===== src/rtl/ipi_regs_pkg.sv =====
package ipi_regs_pkg;
  localparam logic [7:0] OFF_STATUS = 8'h00;
  localparam logic [7:0] OFF_ENABLE = 8'h04;
  localparam logic [7:0] OFF_SET    = 8'h08;
  localparam logic [7:0] OFF_CLEAR  = 8'h0C;

  typedef enum logic [2:0] {
    SEL_NONE,
    SEL_STATUS,
    SEL_ENABLE,
    SEL_SET,
    SEL_CLEAR,
    SEL_MBOX
  } reg_sel_e;
endpackage


===== src/rtl/ipi_rst_sync.sv =====
module ipi_rst_sync #(
  parameter int STAGES = 2
) (
  input  logic clk,
  input  logic rst_n,
  output logic rst_sync_n
);
  logic [STAGES-1:0] chain_q;

  always_ff @(posedge clk or negedge rst_n) begin
    if (!rst_n) chain_q <= '0;
    else        chain_q <= {chain_q[STAGES-2:0], 1'b1};
  end

  assign rst_sync_n = chain_q[STAGES-1];
endmodule


===== src/rtl/ipi_addr_decode.sv =====
module ipi_addr_decode
  import ipi_regs_pkg::*;
#(
  parameter int MBOX_BASE  = 32,
  parameter int MBOX_WORDS = 8,
  localparam int IDX_W     = $clog2(MBOX_WORDS),
  localparam int MBOX_END  = MBOX_BASE + 4 * MBOX_WORDS
) (
  input  logic [7:0]       offset_i,
  output reg_sel_e         sel_o,
  output logic [IDX_W-1:0] mbox_idx_o
);
  logic [31:0] off_u;

  always_comb begin
    off_u      = {24'h0, offset_i};
    sel_o      = SEL_NONE;
    mbox_idx_o = IDX_W'((offset_i - 8'(MBOX_BASE)) >> 2);
    unique case (offset_i)
      OFF_STATUS: sel_o = SEL_STATUS;
      OFF_ENABLE: sel_o = SEL_ENABLE;
      OFF_SET:    sel_o = SEL_SET;
      OFF_CLEAR:  sel_o = SEL_CLEAR;
      default: begin
        if (offset_i[1:0] == 2'b00 && off_u >= 32'(MBOX_BASE) && off_u < 32'(MBOX_END))
          sel_o = SEL_MBOX;
      end
    endcase
  end
endmodule


===== src/rtl/ipi_status_irq.sv =====
module ipi_status_irq #(
  parameter int DATA_W = 32
) (
  input  logic              clk,
  input  logic              rst_n,
  input  logic              we_enable_i,
  input  logic              we_set_i,
  input  logic              we_clear_i,
  input  logic [DATA_W-1:0] wdata_i,
  output logic [DATA_W-1:0] status_o,
  output logic [DATA_W-1:0] enable_o,
  output logic              irq_o
);
  logic [DATA_W-1:0] status_q, status_n;
  logic [DATA_W-1:0] enable_q, enable_n;
  logic              irq_q, irq_n;
  logic              upd_en;

  always_comb begin
    status_n = status_q;
    enable_n = enable_q;
    irq_n    = irq_q;
    if (we_enable_i) enable_n = wdata_i;
    if (we_set_i) begin
      status_n = status_q | wdata_i;
      if (status_n != '0 && (status_n & enable_q) != '0) irq_n = 1'b1;
    end
    if (we_clear_i) begin
      status_n = status_q & ~wdata_i;
      if (status_n == '0 && enable_q != '0) irq_n = 1'b0;
    end
  end

  assign upd_en = we_enable_i | we_set_i | we_clear_i;

  always_ff @(posedge clk or negedge rst_n) begin
    if (!rst_n) begin
      status_q <= '0;
      enable_q <= '0;
      irq_q    <= 1'b0;
    end else if (upd_en) begin
      status_q <= status_n;
      enable_q <= enable_n;
      irq_q    <= irq_n;
    end
  end

  assign status_o = status_q;
  assign enable_o = enable_q;
  assign irq_o    = irq_q;

  // every bit written to the set port is pending afterwards
  a_r4_set_bits: assert property (@(posedge clk) disable iff (!rst_n)
    we_set_i |=> ((status_q & $past(wdata_i)) == $past(wdata_i)));
  // every bit written to the clear port is gone afterwards
  a_r5_clear_bits: assert property (@(posedge clk) disable iff (!rst_n)
    we_clear_i |=> ((status_q & $past(wdata_i)) == '0));
  // the line rises only after a set write
  a_r4_rise_on_set: assert property (@(posedge clk) disable iff (!rst_n)
    $rose(irq_q) |-> $past(we_set_i));
  // the line falls only after a clear write that left nothing pending
  a_r5_fall_on_clear: assert property (@(posedge clk) disable iff (!rst_n)
    $fell(irq_q) |-> ($past(we_clear_i) && status_q == '0 && enable_q != '0));
  // enable writes leave the line alone
  a_r6_enable_keeps_irq: assert property (@(posedge clk) disable iff (!rst_n)
    we_enable_i |=> $stable(irq_q));
endmodule


===== src/rtl/ipi_mailbox.sv =====
module ipi_mailbox #(
  parameter int DATA_W     = 32,
  parameter int MBOX_WORDS = 8,
  localparam int IDX_W     = $clog2(MBOX_WORDS)
) (
  input  logic              clk,
  input  logic              rst_n,
  input  logic              we_i,
  input  logic [IDX_W-1:0]  idx_i,
  input  logic [DATA_W-1:0] wdata_i,
  output logic [DATA_W-1:0] rdata_o
);
  logic [DATA_W-1:0] word_q [MBOX_WORDS];

  for (genvar g = 0; g < MBOX_WORDS; g++) begin : g_word
    logic word_en;
    assign word_en = we_i && (idx_i == IDX_W'(g));
    always_ff @(posedge clk or negedge rst_n) begin
      if (!rst_n)       word_q[g] <= '0;
      else if (word_en) word_q[g] <= wdata_i;
    end
  end

  assign rdata_o = word_q[idx_i];

  // a written word returns the written value on the next cycle
  a_r8_word_stored: assert property (@(posedge clk) disable iff (!rst_n)
    we_i |=> (word_q[$past(idx_i)] == $past(wdata_i)));
endmodule


===== src/rtl/ipi_core_regs.sv =====
module ipi_core_regs
  import ipi_regs_pkg::*;
#(
  parameter int ADDR_W     = 12,
  parameter int DATA_W     = 32,
  parameter int MBOX_WORDS = 8,
  parameter int MBOX_BASE  = 32,
  localparam int IDX_W     = $clog2(MBOX_WORDS)
) (
  input  logic              clk,
  input  logic              rst_n,
  input  logic [ADDR_W-1:0] bus_addr,
  input  logic              bus_wr,
  input  logic              bus_rd,
  input  logic [DATA_W-1:0] bus_wdata,
  output logic [DATA_W-1:0] bus_rdata,
  output logic              irq_o,
  output logic              err_o
);
  logic              rst_sync_n;
  reg_sel_e          sel;
  logic [IDX_W-1:0]  mbox_idx;
  logic [DATA_W-1:0] status_w, enable_w, mbox_rdata;
  logic              err_q, err_n;
  logic              unused_addr_hi;

  assign unused_addr_hi = ^bus_addr[ADDR_W-1:8];

  ipi_rst_sync #(.STAGES(2)) u_rst (
    .clk        (clk),
    .rst_n      (rst_n),
    .rst_sync_n (rst_sync_n)
  );

  ipi_addr_decode #(.MBOX_BASE(MBOX_BASE), .MBOX_WORDS(MBOX_WORDS)) u_dec (
    .offset_i   (bus_addr[7:0]),
    .sel_o      (sel),
    .mbox_idx_o (mbox_idx)
  );

  ipi_status_irq #(.DATA_W(DATA_W)) u_stat (
    .clk         (clk),
    .rst_n       (rst_sync_n),
    .we_enable_i (bus_wr && sel == SEL_ENABLE),
    .we_set_i    (bus_wr && sel == SEL_SET),
    .we_clear_i  (bus_wr && sel == SEL_CLEAR),
    .wdata_i     (bus_wdata),
    .status_o    (status_w),
    .enable_o    (enable_w),
    .irq_o       (irq_o)
  );

  ipi_mailbox #(.DATA_W(DATA_W), .MBOX_WORDS(MBOX_WORDS)) u_mbox (
    .clk     (clk),
    .rst_n   (rst_sync_n),
    .we_i    (bus_wr && sel == SEL_MBOX),
    .idx_i   (mbox_idx),
    .wdata_i (bus_wdata),
    .rdata_o (mbox_rdata)
  );

  always_comb begin
    unique case (sel)
      SEL_STATUS: bus_rdata = status_w;
      SEL_ENABLE: bus_rdata = enable_w;
      SEL_MBOX:   bus_rdata = mbox_rdata;
      default:    bus_rdata = '0;
    endcase
  end

  always_comb begin
    err_n = (bus_wr && (sel == SEL_NONE || sel == SEL_STATUS)) ||
            (bus_rd && sel == SEL_NONE);
  end

  always_ff @(posedge clk or negedge rst_sync_n) begin
    if (!rst_sync_n) err_q <= 1'b0;
    else             err_q <= err_n;
  end

  assign err_o = err_q;

  // a status write leaves status untouched
  a_r7_status_readonly: assert property (@(posedge clk) disable iff (!rst_sync_n)
    (bus_wr && bus_addr[7:0] == OFF_STATUS) |=> $stable(status_w));
  // an error pulse follows only a bus access
  a_r9_err_cause: assert property (@(posedge clk) disable iff (!rst_sync_n)
    err_o |-> $past(bus_wr || bus_rd));
  // the set and clear ports read as zero
  a_r5_ports_read_zero: assert property (@(posedge clk) disable iff (!rst_sync_n)
    (bus_addr[7:0] == OFF_SET || bus_addr[7:0] == OFF_CLEAR) |-> bus_rdata == '0);
  // undefined offsets change neither enable nor status
  a_r9_undef_no_state: assert property (@(posedge clk) disable iff (!rst_sync_n)
    (bus_wr && sel == SEL_NONE) |=> ($stable(status_w) && $stable(enable_w)));
endmodule


===== config.mk =====
export PLATFORM = sky130hd
export DESIGN_NAME = ipi_core_regs
export DESIGN_NICKNAME = d
export VERILOG_FILES = /design/src/rtl/ipi_regs_pkg.sv /design/src/rtl/ipi_rst_sync.sv /design/src/rtl/ipi_addr_decode.sv /design/src/rtl/ipi_status_irq.sv /design/src/rtl/ipi_mailbox.sv /design/src/rtl/ipi_core_regs.sv
export SDC_FILE = /design/constraint.sdc
export NUM_CORES = 1
export LEC_CHECK = 0
export BUFFER_PORTS_ARGS = -buffer_cell sky130_fd_sc_hd__buf_2
export CORE_MARGIN = 2
export CORE_UTILIZATION = 48
export DETAILED_ROUTE_END_ITERATION = 8
export PLACE_DENSITY = 0.65
export SYNTH_ARGS = -nofsm -noshare
export SYNTH_HDL_FRONTEND = slang
export SYNTH_SLANG_ARGS = --single-unit
export TNS_END_PERCENT = 30

===== constraint.sdc =====
create_clock -name clk -period 18.9 [get_ports clk]
set_input_delay 1.89 -clock clk [delete_from_list [all_inputs] [get_ports clk]]
set_output_delay 1.89 -clock clk [all_outputs]
set_load 0.05 [all_outputs]

==> results.md <==
Outcome:
- The flow ran to the end, and the final reports show no timing, DRC or antenna violations.

Clock network:
- The sink count of the clock tree is 324.
- TritonCTS built the clock tree.
- The number of buffers inserted by hold repair at cts is 0.
- The cell sitting at the root of the clock tree is a clkbuf_16.
- The number of instances resized during post-cts repair is 0.
- The number of setup buffers added after CTS is 0.
- In this run the deepest clock path goes through 3 buffers.
- The clock-pin transition on the worst setup and hold timing paths is 60 ps.
- The deepest level of the CTS H-tree is 2.
- The clock reaches the later pin of the worst-skew pair after around 500 ps.
- Counting the buffers created by CTS gives 36.

Critical path:
- The kind of cell with the highest combined delay along the critical path is simple AND/OR/NAND/NOR gates.
- The highest-delay cell along the critical path is nor3_2.
- The critical path is of the primary input to output port type.
- On the worst path, the slowest cell contributes a delay of 1030 ps.
- Traced cell by cell, the critical path runs through buf_2 -> buf_4 -> nor2_1 -> nand2_2 -> nor3_2 -> buf_4 -> a22oi_1 -> o21ai_0 -> buf_2.
- The sort of element at the start of the critical path is a primary input.
- Together, buffers and inverters on the worst path number 4.
- Along the worst path, the maximum fanout reaches 39.
- The critical path crosses 9 cells after its start point.
- The worst setup path is captured at an output port.
- Counting cells, the worst reg-to-reg path comes to 2.
- The worst endpoint data arrival time is approximately 4800 ps.
- The worst path required time is 17010 ps.

Floorplanning:
- The core region is around 31000 sq um.
- Row generation in the floorplan step produced 65 rows.
- Measured along the y axis, the die boundary spans approximately 180 um.
- For this configuration, the core starts out at a cell density of 0.484.
- The floorplan step set the die width to 182 um.
- The number of ports placed on the die boundary is 82.
- The floorplan step defined a die boundary enclosing 33000 sq um.

Cells and area:
- In the layout the commonest cells are dfrtp_1, mux2_2, o21ai_0, buf_2, a21oi_1.
- Across the whole layout, storage elements account for roughly 8100 sq um.
- Fill cells in the final layout number 2629.
- The finished layout holds 1565 standard cells, fillers aside.
- After routing the design area is 16900 sq um.
- The area growth from synthesis to layout is 11.6%.
- The most common library cell in the layout ignoring fill and taps is dfrtp_1.
- After the last flow step, the layout net total stands at 1185.
- The share of final-layout standard cells stronger than drive strength 1 is 0.426.
- The area of the multi-input gates is 6530 sq um.

STA:
- The worst pin sits at a relative slew slack of 0.110.
- After layout, the minimum clock period comes to 6700 ps.
- Dividing the final minimum period by the clock period gives 0.355.
- The actual slew at the worst max-slew pin is 1330 ps.
- On the final layout, the worst clock skew is 10.2 ps.
- Setup repair after global routing left no endpoint under its margin.
- The hold violation total from the final report is 0.
- The count of final max-slew check failures was 0.
- Hold is met by 305 ps.
- The fmax is about 0.15 GHz.
- Setup violations remaining at the end of the flow were counted as 0.
- The setup TNS is 0 ps.

Global route:
- Global routing finished with a remaining overflow of 0.
- Entering global routing, the biggest net connects between 70 and 80 pins.
- The via count of the first global-routing pass is 9698.
- The first global-routing pass estimated 57.7 mm of wire.
- In the global route stage, overall resource usage came out at 0.226.
- The number of antenna violations at the first check in global routing is 1.

Synth:
- The per-instance average area after synthesis is 13.7 sq um.
- The share of synthesized area in the top cell type comes to 0.535.
- Summing every instance area after synthesis gives 15100 sq um.
- The netlist uses 38 different library cells.
- Synthesis inferred 324 register bits.
- The share of the yosys chip area belonging to registers is 0.535.
- During synthesis, Yosys emitted a total of 0 warnings.
- Sorting the synthesized cells by area gives the leading types as dfrtp_1, mux2_2, mux4_2.
- The synthesized netlist net count is roughly 1200.
- dfrtp_1 takes more of the synthesized area than any other cell.
- Counting every instance in the synthesized netlist gives between 1000 and 1500.

Routing:
- The average wire length per cell after detail routing is 23.0 um.
- Using the TritonRoute via totals, the vias-per-cell ratio works out to 6.02.
- The remaining number of nets flagged by the antenna check after routing is 0.
- After detailed routing, the number of remaining DRC violations is 0.
- The via count is ~9400.
- The first detailed-routing pass took 5 iterations.
- The detailed router finished its first iteration with 675 violations.
- The total length of routed wires is 36.0 mm.

Place:
- During placement, the flow inserted port buffers numbering 77.
- Once placement finished, the instance area stood at 15700 sq um.
- Routability-driven placement finished with a final weighted congestion of roughly 0.88.
- The number of placed instances, taps included, is 1501.
- Detailed placement finished with a half-perimeter wire length of 22.2 mm.

Power and ir drop:
- The power density over the cells is 91.8 nW/um^2.
- The part of the power in combinational logic is 0.074.
- The leakage dissipation is 8.08 nW.
- The cell-internal power is around 0.0012 W.
- Of the total power, the share spent switching nets is 0.228.
- Overall power consumption after layout is estimated at 0.00155 W.
- The clock share of power is 0.443.
- For this design the total switching power over the nets is 0.000354 W.
- The share of total power dissipated in sequential elements is 0.483.
- The maximum vdd ir drop is between 0.00005 and 0.00006 V.

Run:
- The number of maximum-capacitance violations is 0.

Hold path:
- The classification of the worst-slack hold path is flip-flop to asynchronous set/reset pin.
[final timing paths]
kind / start / to / slack (ps)
hold reg to reg: u_rst.chain_q[1]$_DFF_PN0_ / u_mbox.word_q[194]$_DFFE_PN0P_ / 310
min in group clk: u_rst.chain_q[0]$_DFF_PN0_ / u_rst.chain_q[1]$_DFF_PN0_ / 350
hold / removal: u_rst.chain_q[1]$_DFF_PN0_ / u_mbox.word_q[194]$_DFFE_PN0P_ / 310
setup / recovery: bus_addr[4] / bus_rdata[4] / 12200
setup reg to reg: u_rst.chain_q[1]$_DFF_PN0_ / u_mbox.word_q[126]$_DFFE_PN0P_ / 16380
max in group asynchronous: u_rst.chain_q[1]$_DFF_PN0_ / u_mbox.word_q[126]$_DFFE_PN0P_ / 16380
[power groups by stage]
stage | combinational (W) | sequential (W) | clock [W]
final | 0.000115 | 0.000749 | 0.000688
after global routing | 0.000128 | 0.000753 | 0.000733
after CTS | 0.000117 | 0.000749 | 0.000704
after detailed placement | 0.000116 | 0.000761 | 0
after global placement | 0.000114 | 0.000760 | 0
after floorplan | 0.0000776 | 0.000764 | 0
[Yosys cell counts (all sizes together)]
master,instances
a2111oi,1
a21oi,66
a221oi,2
a22oi,32
and2,1
and3,3
buf,46
clkbuf,51
conb,1
dfrtp,324
inv,23
mux2,272
mux2i,32
mux4,64
nand2,23
nand2b,9
nand3,4
nand4,15
nor2,4
nor2b,2
nor3,5
nor3b,1
nor4,28
o2111ai,4
o21ai,80
o21bai,1
o22a,1
o22ai,8
or2,1
[through the flow]
step / worst slack, ps / utilization
2_1_floorplan: 9200 / -
3_3_place_gp: 12370 / 0.503
3_5_place_dp: 12340 / 0.503
4_1_cts: 12310 / 0.540
5_1_grt: 12070 / 0.540
6_report: 12200 / 0.540
[layer usage]
| metal | routed length (um) | part of all wire | global-route usage | up-vias |
|---|---|---|---|---|
| li1 | - | - | - | 4195 |
| met1 | 16700 | 0.46 | 0.331 | 4959 |
| met2 | 16900 | 0.47 | 0.356 | 226 |
| met3 | 1730 | 0.048 | 0.0385 | 42 |
| met4 | 683 | 0.019 | 0.0550 | 0 |
| met5 | 0 | 0 | 0 | - |
[area by class of cell]
cell class                      instances  share of cell area
Timing Repair Buffer                   92              0.0298
Clock buffer                           57              0.0640
Multi-Input combinational cell        660               0.387
Sequential cell                       324               0.480
Clock inverter                          6             0.00474
Inverter                               23             0.00511
Antenna cell                            1            0.000148
Tap cell                              402              0.0298
[cells by family (layout without fill, tap and decap cells)]
| group | after synthesis | after routing | synth area share |
|---|---|---|---|
| AO/OA/AOI/OAI | 195 | 195 | 0.0726 |
| AND/OR/NAND/NOR | 96 | 96 | 0.0388 |
| flip-flops | 324 | 324 | 0.535 |
| multiplexers | 368 | 368 | 0.319 |
| buffers and inverters | 120 | 178 | 0.0344 |
| other | 1 | 2 | 0.000248 |
[sequential cells by signal (all words and copies together), names as in the netlist, named ones only]
| signal | count |
|---|---|
| err_o | 1 |
| u_mbox.word_q | 256 |
| u_rst.chain_q | 2 |
| u_stat.enable_o | 32 |
| u_stat.irq_o | 1 |
[worst reg2reg max path, stage by stage (launching register included)]
cell	delay (ps)
dfrtp_4	750
buf_4	830
buf_4	910
Note: power is estimated with default switching activity, not from simulation.
